$ cat src/rtl/i2cm_pkg.sv
package i2cm_pkg;

    typedef enum logic [2:0] {
        C_NONE,
        C_START,
        C_RSTART,
        C_STOP,
        C_TX,
        C_RX,
        C_ACK
    } cmd_e;

    typedef enum logic [2:0] {
        ST_IDLE,
        ST_START,
        ST_RSTART,
        ST_STOP,
        ST_BITS
    } seq_state_e;

    typedef enum logic [1:0] {
        BM_TX,
        BM_RX,
        BM_ACK
    } bit_mode_e;

    typedef struct packed {
        logic irq;
        logic wcol;
    } flag_t;

endpackage

$ cat src/rtl/i2cm_cmd_decode.sv
module i2cm_cmd_decode
    import i2cm_pkg::*;
(
    input  logic busy,
    input  logic cmd_start,
    input  logic cmd_rstart,
    input  logic cmd_stop,
    input  logic tx_wr,
    input  logic cmd_rx,
    input  logic cmd_ack,
    output cmd_e acc_cmd,
    output logic wr_drop
);

    always_comb begin
        acc_cmd = C_NONE;
        if (!busy) begin
            if (cmd_start)       acc_cmd = C_START;
            else if (cmd_rstart) acc_cmd = C_RSTART;
            else if (cmd_stop)   acc_cmd = C_STOP;
            else if (tx_wr)      acc_cmd = C_TX;
            else if (cmd_rx)     acc_cmd = C_RX;
            else if (cmd_ack)    acc_cmd = C_ACK;
        end
        // a buffer write that did not become the accepted command is lost
        wr_drop = tx_wr && (acc_cmd != C_TX);
    end

endmodule

$ cat src/rtl/i2cm_flags.sv
module i2cm_flags
    import i2cm_pkg::*;
(
    input  logic clk,
    input  logic rst_n,
    input  logic done,
    input  logic irq_clr,
    input  logic wr_drop,
    input  logic wcol_clr,
    output logic irq,
    output logic wcol
);

    flag_t flg_d, flg_q;

    always_comb begin
        flg_d      = flg_q;
        flg_d.irq  = done    | (flg_q.irq  & ~irq_clr);
        flg_d.wcol = wr_drop | (flg_q.wcol & ~wcol_clr);
    end

    always_ff @(posedge clk or negedge rst_n) begin
        if (!rst_n) flg_q <= '0;
        else        flg_q <= flg_d;
    end

    assign irq  = flg_q.irq;
    assign wcol = flg_q.wcol;

endmodule

$ cat src/rtl/i2cm_seq.sv
module i2cm_seq
    import i2cm_pkg::*;
#(
    parameter int DATA_W = 8
) (
    input  logic              clk,
    input  logic              rst_n,
    input  logic              tick,
    input  cmd_e              acc_cmd,
    input  logic [DATA_W-1:0] wdata,
    input  logic              ack_level,
    input  logic              sda_in,
    input  logic              scl_in,
    output logic              sda_oe,
    output logic              scl_oe,
    output logic              busy,
    output logic              done,
    output logic [DATA_W-1:0] rx_data,
    output logic              ack_in,
    output logic              in_byte,
    output logic              in_rstart
);

    localparam int SH_W  = DATA_W + 1;
    localparam int CNT_W = $clog2(DATA_W + 2);
    localparam logic [CNT_W-1:0] LAST_TX  = CNT_W'(DATA_W);
    localparam logic [CNT_W-1:0] LAST_RX  = CNT_W'(DATA_W - 1);
    localparam logic [CNT_W-1:0] LAST_ACK = '0;

    typedef struct packed {
        seq_state_e        st;
        bit_mode_e         mode;
        logic [1:0]        ph;
        logic [CNT_W-1:0]  cnt;
        logic [SH_W-1:0]   sh;
        logic [DATA_W-1:0] rx;
        logic              ack;
        logic              sda;
        logic              scl;
    } seq_t;

    seq_t             seq_d, seq_q;
    logic [CNT_W-1:0] last_idx;
    logic             last_bit;

    always_comb begin
        unique case (seq_q.mode)
            BM_TX:   last_idx = LAST_TX;
            BM_RX:   last_idx = LAST_RX;
            default: last_idx = LAST_ACK;
        endcase
        last_bit = (seq_q.cnt == last_idx);
    end

    always_comb begin
        seq_d = seq_q;
        done  = 1'b0;
        unique case (seq_q.st)
            ST_IDLE: begin
                seq_d.ph  = 2'd0;
                seq_d.cnt = '0;
                unique case (acc_cmd)
                    C_START:  seq_d.st = ST_START;
                    C_RSTART: seq_d.st = ST_RSTART;
                    C_STOP:   seq_d.st = ST_STOP;
                    C_TX: begin
                        seq_d.st   = ST_BITS;
                        seq_d.mode = BM_TX;
                        seq_d.sh   = {wdata, 1'b1};
                    end
                    C_RX: begin
                        seq_d.st   = ST_BITS;
                        seq_d.mode = BM_RX;
                        seq_d.sh   = '1;
                    end
                    C_ACK: begin
                        seq_d.st   = ST_BITS;
                        seq_d.mode = BM_ACK;
                        seq_d.sh   = {ack_level, {DATA_W{1'b1}}};
                    end
                    default: ;
                endcase
            end
            ST_START: if (tick) begin
                if (seq_q.ph == 2'd0) begin
                    seq_d.sda = 1'b0;
                    seq_d.ph  = 2'd1;
                end else begin
                    seq_d.scl = 1'b0;
                    seq_d.st  = ST_IDLE;
                    done      = 1'b1;
                end
            end
            ST_RSTART: if (tick) begin
                unique case (seq_q.ph)
                    2'd0: begin seq_d.sda = 1'b1; seq_d.ph = 2'd1; end
                    2'd1: begin seq_d.scl = 1'b1; seq_d.ph = 2'd2; end
                    2'd2: if (scl_in) begin
                        seq_d.sda = 1'b0;
                        seq_d.ph  = 2'd3;
                    end
                    default: begin
                        seq_d.scl = 1'b0;
                        seq_d.st  = ST_IDLE;
                        done      = 1'b1;
                    end
                endcase
            end
            ST_STOP: if (tick) begin
                unique case (seq_q.ph)
                    2'd0: begin seq_d.sda = 1'b0; seq_d.ph = 2'd1; end
                    2'd1: begin seq_d.scl = 1'b1; seq_d.ph = 2'd2; end
                    default: if (scl_in) begin
                        seq_d.sda = 1'b1;
                        seq_d.st  = ST_IDLE;
                        done      = 1'b1;
                    end
                endcase
            end
            ST_BITS: if (tick) begin
                unique case (seq_q.ph)
                    2'd0: begin
                        // never move SDA while SCL is released
                        if (seq_q.scl) begin
                            seq_d.scl = 1'b0;
                        end else begin
                            seq_d.sda = seq_q.sh[SH_W-1];
                            seq_d.ph  = 2'd1;
                        end
                    end
                    2'd1: begin seq_d.scl = 1'b1; seq_d.ph = 2'd2; end
                    2'd2: if (scl_in) begin
                        if (seq_q.mode == BM_RX)
                            seq_d.rx = {seq_q.rx[DATA_W-2:0], sda_in};
                        if (seq_q.mode == BM_TX && last_bit)
                            seq_d.ack = sda_in;
                        seq_d.ph = 2'd3;
                    end
                    default: begin
                        seq_d.scl = 1'b0;
                        seq_d.sh  = {seq_q.sh[SH_W-2:0], 1'b1};
                        seq_d.ph  = 2'd0;
                        if (last_bit) begin
                            seq_d.st = ST_IDLE;
                            done     = 1'b1;
                        end else begin
                            seq_d.cnt = seq_q.cnt + 1'b1;
                        end
                    end
                endcase
            end
            default: seq_d.st = ST_IDLE;
        endcase
    end

    always_ff @(posedge clk or negedge rst_n) begin
        if (!rst_n) begin
            seq_q.st   <= ST_IDLE;
            seq_q.mode <= BM_TX;
            seq_q.ph   <= 2'd0;
            seq_q.cnt  <= '0;
            seq_q.sh   <= '1;
            seq_q.rx   <= '0;
            seq_q.ack  <= 1'b0;
            seq_q.sda  <= 1'b1;
            seq_q.scl  <= 1'b1;
        end else begin
            seq_q <= seq_d;
        end
    end

    assign sda_oe    = ~seq_q.sda;
    assign scl_oe    = ~seq_q.scl;
    assign busy      = (seq_q.st != ST_IDLE);
    assign rx_data   = seq_q.rx;
    assign ack_in    = seq_q.ack;
    assign in_byte   = (seq_q.st == ST_BITS);
    assign in_rstart = (seq_q.st == ST_RSTART);

endmodule

$ cat src/rtl/i2c_cmd_master.sv
module i2c_cmd_master
    import i2cm_pkg::*;
#(
    parameter int DATA_W = 8
) (
    input  logic              clk,
    input  logic              rst_n,
    input  logic              tick,
    input  logic              cmd_start,
    input  logic              cmd_rstart,
    input  logic              cmd_stop,
    input  logic              cmd_rx,
    input  logic              cmd_ack,
    input  logic              tx_wr,
    input  logic [DATA_W-1:0] tx_data,
    input  logic              ack_level,
    input  logic              irq_clr,
    input  logic              wcol_clr,
    input  logic              sda_in,
    input  logic              scl_in,
    output logic              sda_oe,
    output logic              scl_oe,
    output logic [DATA_W-1:0] rx_data,
    output logic              ack_in,
    output logic              busy,
    output logic              irq,
    output logic              wcol
);

    cmd_e acc_cmd;
    logic wr_drop;
    logic done;
    logic in_byte;
    logic in_rstart;

    i2cm_cmd_decode u_dec (
        .busy       (busy),
        .cmd_start  (cmd_start),
        .cmd_rstart (cmd_rstart),
        .cmd_stop   (cmd_stop),
        .tx_wr      (tx_wr),
        .cmd_rx     (cmd_rx),
        .cmd_ack    (cmd_ack),
        .acc_cmd    (acc_cmd),
        .wr_drop    (wr_drop)
    );

    i2cm_seq #(.DATA_W(DATA_W)) u_seq (
        .clk       (clk),
        .rst_n     (rst_n),
        .tick      (tick),
        .acc_cmd   (acc_cmd),
        .wdata     (tx_data),
        .ack_level (ack_level),
        .sda_in    (sda_in),
        .scl_in    (scl_in),
        .sda_oe    (sda_oe),
        .scl_oe    (scl_oe),
        .busy      (busy),
        .done      (done),
        .rx_data   (rx_data),
        .ack_in    (ack_in),
        .in_byte   (in_byte),
        .in_rstart (in_rstart)
    );

    i2cm_flags u_flg (
        .clk      (clk),
        .rst_n    (rst_n),
        .done     (done),
        .irq_clr  (irq_clr),
        .wr_drop  (wr_drop),
        .wcol_clr (wcol_clr),
        .irq      (irq),
        .wcol     (wcol)
    );

endmodule

$ cat config.mk
export PLATFORM = sky130hd
export DESIGN_NAME = i2c_cmd_master
export DESIGN_NICKNAME = d
export VERILOG_FILES = /design/src/rtl/i2cm_pkg.sv /design/src/rtl/i2cm_cmd_decode.sv /design/src/rtl/i2cm_flags.sv /design/src/rtl/i2cm_seq.sv /design/src/rtl/i2c_cmd_master.sv
export SDC_FILE = /design/constraint.sdc
export NUM_CORES = 1
export LEC_CHECK = 0
export BUFFER_PORTS_ARGS = -buffer_cell sky130_fd_sc_hd__buf_2
export CORE_MARGIN = 8
export CORE_UTILIZATION = 51
export CTS_CLUSTER_SIZE = 12
export DETAILED_ROUTE_END_ITERATION = 8
export MAX_ROUTING_LAYER = met4
export PLACE_DENSITY = 0.76
export SETUP_SLACK_MARGIN = 0.3
export SKIP_CTS_REPAIR_TIMING = 1
export SLEW_MARGIN = 15
export SYNTH_ARGS = -nofsm -noshare
export SYNTH_HDL_FRONTEND = slang
export SYNTH_SLANG_ARGS = --single-unit
$ cat constraint.sdc
create_clock -name clk -period 1.9 [get_ports clk]
set_input_delay 0.19 -clock clk [delete_from_list [all_inputs] [get_ports clk]]
set_output_delay 0.19 -clock clk [all_outputs]
set_load 0.1 [all_outputs]
=== Word-level counts from Yosys, hierarchy flattened ===
Cells that the tools add are included.

* Shifts and indexed selects: 0
* $mul: 0
* Mux-type cells: 66
* Order comparisons: 0
* Bitwise gates (word level): 8
* Add/sub/neg operators: 1
* Equal/unequal tests: 41
* Div/mod/pow operators: 0
* Reduce and logical (&&, ||, !) cells: 23

{| class="wikitable"
|+ Operator list
! kind !! number
|-
| $mux W3 || 17
|-
| $ne A2 B2 Y1 const B || 15
|-
| $pmux W9 S3 || 1
|-
| $mux W26 || 1
|-
| $pmux W13 S2 || 1
|-
| $mux W1 || 18
|-
| $mux W2 || 9
|-
| $mux W9 || 2
|-
| $pmux W2 S3 || 3
|-
| $reduce_and A9 Y1 || 2
|-
| $pmux W3 S5 || 1
|-
| $mux W13 || 1
|-
| $eq A3 B2 Y1 const B || 4
|-
| $eq A3 B3 Y1 const B || 4
|-
| $pmux W3 S4 || 1
|-
| $reduce_and A12 Y1 || 1
|-
| $reduce_and A11 Y1 || 1
|-
| $pmux W2 S5 || 1
|-
| $reduce_and A5 Y1 || 2
|-
| $ne A3 B3 Y1 const B || 3
|-
| $mux W8 || 1
|-
| $pmux W1 S2 || 4
|-
| $pmux W2 S4 || 1
|-
| $pmux W4 S2 || 1
|-
| 28 further kinds || 44
|}

* Latch bits: 0
* RAM bits: 0
* Logic and storage cells: 150
* Memories kept: 0
* Memory bits (read-only): 0
* Input port bits: 22
* Register bits after elaboration: 33
* Output and inout port bits: 14

=== Logic depth before layout (Yosys ltp) ===
* Depth in word-level cells: 11
* Depth in mapped cells: 8
* Depth with buffers taken out: 7

=== By module ===
Synthesis repeated with hierarchy kept, for this count alone.

* Cell total of the unflattened synthesis: 231
* Area total of the unflattened synthesis: 2149.6 um^2

{| class="wikitable"
|+ By module, submodules not included
! module !! instances !! area an instance (um^2) !! sequential area each (um^2) !! cells each
|-
| i2cm_seq || 1 || 2004.4 || 789.5 || 215
|-
| i2cm_cmd_decode || 1 || 72.6 || 0.0 || 10
|-
| i2cm_flags || 1 || 72.6 || 50.0 || 6
|}

=== Least setup slack after synthesis ===
OpenSTA, ideal clock, no wires.

* Kind: register -> register
* Start point: register u_seq.seq_q[24] (netlist name)
* End point: register u_seq.seq_q[28] (netlist name)
* Buffers on the path: 1
* Cell stages (with the launch flop): 8
* Setup time: 0.125 ns
* Slack: -0.031 ns
* Required time: 1.775 ns
* Data arrival time: 1.807 ns
* Period minus slack after synthesis: 1.931 ns
* Cell sequence: dfrtp_1 inv_1 ha_1 clkbuf_1 o311ai_0 o31a_1 o221ai_2 mux2_2

* Longest elaborated chain between the ends: 4
* Elaborated cells between the ends (all ways): 10
* Classes of those cells: 6 x eq/ne; 4 x reduce/logical

{| class="wikitable"
|+ Ends and longest elaborated chain
! element !! line !! text
|-
| from (decl) || i2cm_seq.sv:42 || <nowiki>seq_t seq_d, seq_q;</nowiki>
|-
| from (signal assigned) || i2cm_seq.sv:168 || <nowiki>seq_q <= seq_d;</nowiki>
|-
| $eq A2 B1 Y1, or another cell as far along || i2cm_seq.sv:95, i2cm_seq.sv:110, i2cm_seq.sv:121 ||
|-
| $reduce_or A3 Y1 (no line) or $reduce_or A2 Y1 (tied branches) || n/a ||
|-
| $ne A2 B2 Y1 (no line) || n/a ||
|-
| $reduce_and A11 Y1 (no line) (*) || n/a ||
|}

Mark *: on every way between the ends. The rest lies on a longest branch, timed or not.
A chain may end at the register's enable or synchronous reset.

=== Worst setup path in the final report ===
* Start point: register u_seq.seq_q[30] (netlist name)
* End point: register u_seq.seq_q[19] (netlist name)

* Longest elaborated chain between the ends: 5
* Elaborated cells between the ends (all ways): 14
* Classes of those cells: 7 x eq/ne; 3 x mux; 4 x reduce/logical

{| class="wikitable"
|+ Ends and longest elaborated chain
! element !! line !! text
|-
| $reduce_bool A3 Y1 || i2cm_seq.sv:174 || <nowiki>assign busy = (seq_q.st != ST_IDLE);</nowiki>
|-
| $mux W3 || i2cm_cmd_decode.sv:17 || <nowiki>if (!busy) begin</nowiki>
|-
| $eq A3 B3 Y1 || i2cm_seq.sv:62 || <nowiki>unique case (acc_cmd)</nowiki>
|-
| $pmux W9 S3 or $ne A4 B4 Y1 (tied branches) || n/a ||
|-
| $pmux W13 S2 or $reduce_and A4 Y1 (tied branches) || n/a ||
|}

Several ways; a longest one is shown, not always the timed one. The select of a mux whose other input is x is not followed.

==> impl_metrics.env <==
export IMPL_clock_skew_ps=9.35
export IMPL_slew_violations=0
export IMPL_grt_max_degree=34
export IMPL_antenna_found_initial=0
export IMPL_track_usage=0.168
export IMPL_syn2layout_area_growth_pct=31.4
export IMPL_wl_per_cell_um=18.1
export IMPL_synth_warnings=0
export IMPL_worstSetupPathDepth=7
export IMPL_fp_dieW_um=82.3
export IMPL_yosysSeqAreaShare=0.374
export IMPL_synth_area_mux_share=0.0882
export IMPL_setup_violations_final=0
export IMPL_synthTopCellsByArea="dfrtp_1 25%, dfstp_2 13%, mux2_4 5.4%"
export IMPL_synth_most_common_cell="dfrtp_1"
export IMPL_dp_hpwl_um=3890
export IMPL_grt_pass1_vias=1821
export IMPL_synth_edf_count=0
export IMPL_path_max_fanout=6
export IMPL_worstPathCellList="or3_4, buf_4, nand3b_4, buf_12, nor3_4, o221ai_2, a21oi_1"
export IMPL_r2r_cells=7
export IMPL_path_clk_slew_ps=80
export IMPL_synth_simple_area_share=0.213
export IMPL_synthAdderAreaFrac=0.0279
export IMPL_layout_drive_gt1_share=0.479
export IMPL_overflow=0
export IMPL_placed_cells=315
export IMPL_synth_top_cell_by_area="dfrtp_1"
export IMPL_crit_required_ps=2120
export IMPL_drtIter0Drc=297
export IMPL_die_area_um2=6770
export IMPL_synth_top_area_share=0.246
export IMPL_tns_ps=0
export IMPL_violations="hold timing"
export IMPL_clk_path_buf_depth=2
export IMPL_start_kind="register"
export IMPL_ir_drop_v=0.000742
export IMPL_outcome="finished, violations left"
export IMPL_netlist_area_um2=2240
export IMPL_rsz0062_at_grt="true"
export IMPL_io_pins=36
export IMPL_power_density_nw_per_um2=1450
export IMPL_syn_num_nets=266
export IMPL_fin_crit_sh=0.973
export IMPL_cts_tree="done"
export IMPL_nNetsFinal=316
export IMPL_hold_viol=22
export IMPL_initial_core_util=0.522
export IMPL_cts_inserted_buffers=5
export IMPL_rows=24
export IMPL_die_height_um=82.3
export IMPL_synth_area_per_cell_um2=9.38
export IMPL_grt_first_pass_wirelength_um=8620
export IMPL_endpoint_kind="register"
export IMPL_fmax_mhz=541
export IMPL_remaining_drc_errors=0
export IMPL_crit_buf_inv=2
export IMPL_max_stage_delay_ps=430
export IMPL_whs_ps=-36.4
export IMPL_synthArstFlopShare=1.00
export IMPL_worst_slew_pin_slew_ps=763
export IMPL_ys_types=57
export IMPL_fillerInstances=311
export IMPL_portBuffers=35
export IMPL_total_power_mw=4.27
export IMPL_core_area_um2=4290
export IMPL_synth_xor_area_frac=0
export IMPL_slew_headroom=0.492
export IMPL_path_delay_family="simple AND/OR/NAND/NOR gates"
export IMPL_final_min_clock_period_ps=1850
export IMPL_antenna_cells=0
export IMPL_firstDrtPassIters=4
export IMPL_finalNonFillerCells=342
export IMPL_drv_cap=0
export IMPL_ant_nets=0
export IMPL_synthTopCellsByCount="22 x dfrtp_1, 20 x nand2_1, 15 x nor2_1, 14 x a21oi_1, 12 x inv_1"
export IMPL_slowest_stage="dfrtp_1"
export IMPL_clock_sinks=33
export IMPL_synth_top_flop_cell="dfrtp_1"
export IMPL_crit_type="reg2reg"
export IMPL_synth_compound_area_frac=0.213
export IMPL_routed_wirelength_um=6180
export IMPL_power_leakage_nw=1.38
export IMPL_vias_per_cell=6.05
export IMPL_clock_root_buffer="clkbuf_8"
export IMPL_h_tree_depth=2
export IMPL_synth_top_family_by_area="compound AO/OA/AOI/OAI gates"
export IMPL_worstPathArrival_ps=2070
export IMPL_synth_seq_cells=33
export IMPL_hp_class="in2async"
export IMPL_num_vias=2070
export IMPL_clk_insertion_delay_late_ps=290
export IMPL_synthCells=239
export IMPL_gp_congestion=0.922
## layout by cell type (no fill, tap or decap), types with 4 or more instances in the layout
cell and n:
dfrtp_1 18, ha_4 4, nand3_1 5, nand2b_1 6, mux2_4 13, inv_1 9, buf_4 21, a21o_1 9
nor3_1 5, nand2_1 18, nor2_1 13, nand4_1 8, dfstp_2 11, dfrtp_2 4, a31oi_1 10, a21oi_1 13
o22ai_1 5, buf_6 7, clkbuf_8 5, o21ai_0 5, buf_2 34
## cells by family after synthesis
group                      count (synthesis)
buffers and inverters                     34
adders and majority gates                  5
DFF                                       33
and+or+nand+nor                           85
muxes                                     15
AOI/OAI and AO/OA                         67
## registers in the layout (all words and copies together) (netlist names)
register,count
u_flg.irq,1
u_flg.wcol,1
u_seq.ack_in,1
u_seq.rx_data,8
u_seq.seq_q,22
## layout make-up
cell class	instances	area, um^2	share of cell area
repair buffers	65	467	0.158
well taps	52	65.1	0.0221
multi-input cells	172	1440	0.489
flip-flops and latches	33	845	0.287
clock buffers	6	72.6	0.0246
clock inverters	2	10.0	0.00340
inverters	12	47.5	0.0161
## power by group
part | switching [mW] | internal, mW | total, mW | leakage, nW
sequential | 0.178 | 0.960 | 1.14 | 0.402
clock | 0.269 | 0.254 | 0.523 | 0.0450
combinational | 1.45 | 1.16 | 2.60 | 0.933
## worst paths after layout
kind	start	to	slack, ps
min in group clk	wcol_clr	u_flg.wcol	90
setup reg to reg	u_seq.seq_q[30]	u_seq.seq_q[19]	50
hold / removal	rst_n	u_flg.irq	-40
max in group asynchronous	rst_n	u_seq.seq_q[23]	1400
hold reg to reg	u_seq.seq_q[1]	u_seq.seq_q[1]	480
setup / recovery	u_seq.seq_q[30]	u_seq.seq_q[19]	50
## metrics by stage
step,worst slack [ps],utilization,hold WS [ps],instance area (um^2)
global placement,78.7,0.580,289,2490
CTS,34.0,0.599,-12.8,2570
global route,-2.69,0.686,29.5,2950
floorplan,74.2,-,-106,2310
detailed placement,35.6,0.580,297,2490
finish,52.2,0.686,-36.4,2950
## metal layers
| layer | wire, um | GRT usage | vias up |
|---|---|---|---|
| met3 | 498 | 0.0379 | 11 |
| met2 | 2980 | 0.248 | 83 |
| li1 | - | - | 969 |
| met4 | 53 | 0.0474 | 0 |
| met5 | 0 | - | - |
| met1 | 2650 | 0.224 | 1007 |
## worst register-to-register path, delay by kind of cell, from the launching register on
kind	cells	cell delay [ps]
buffers and inverters	2	310
AO/OA/AOI/OAI	2	290
AND/OR/NAND/NOR	3	740
flip-flops	1	430
Note: power is estimated with default switching activity, not from simulation.
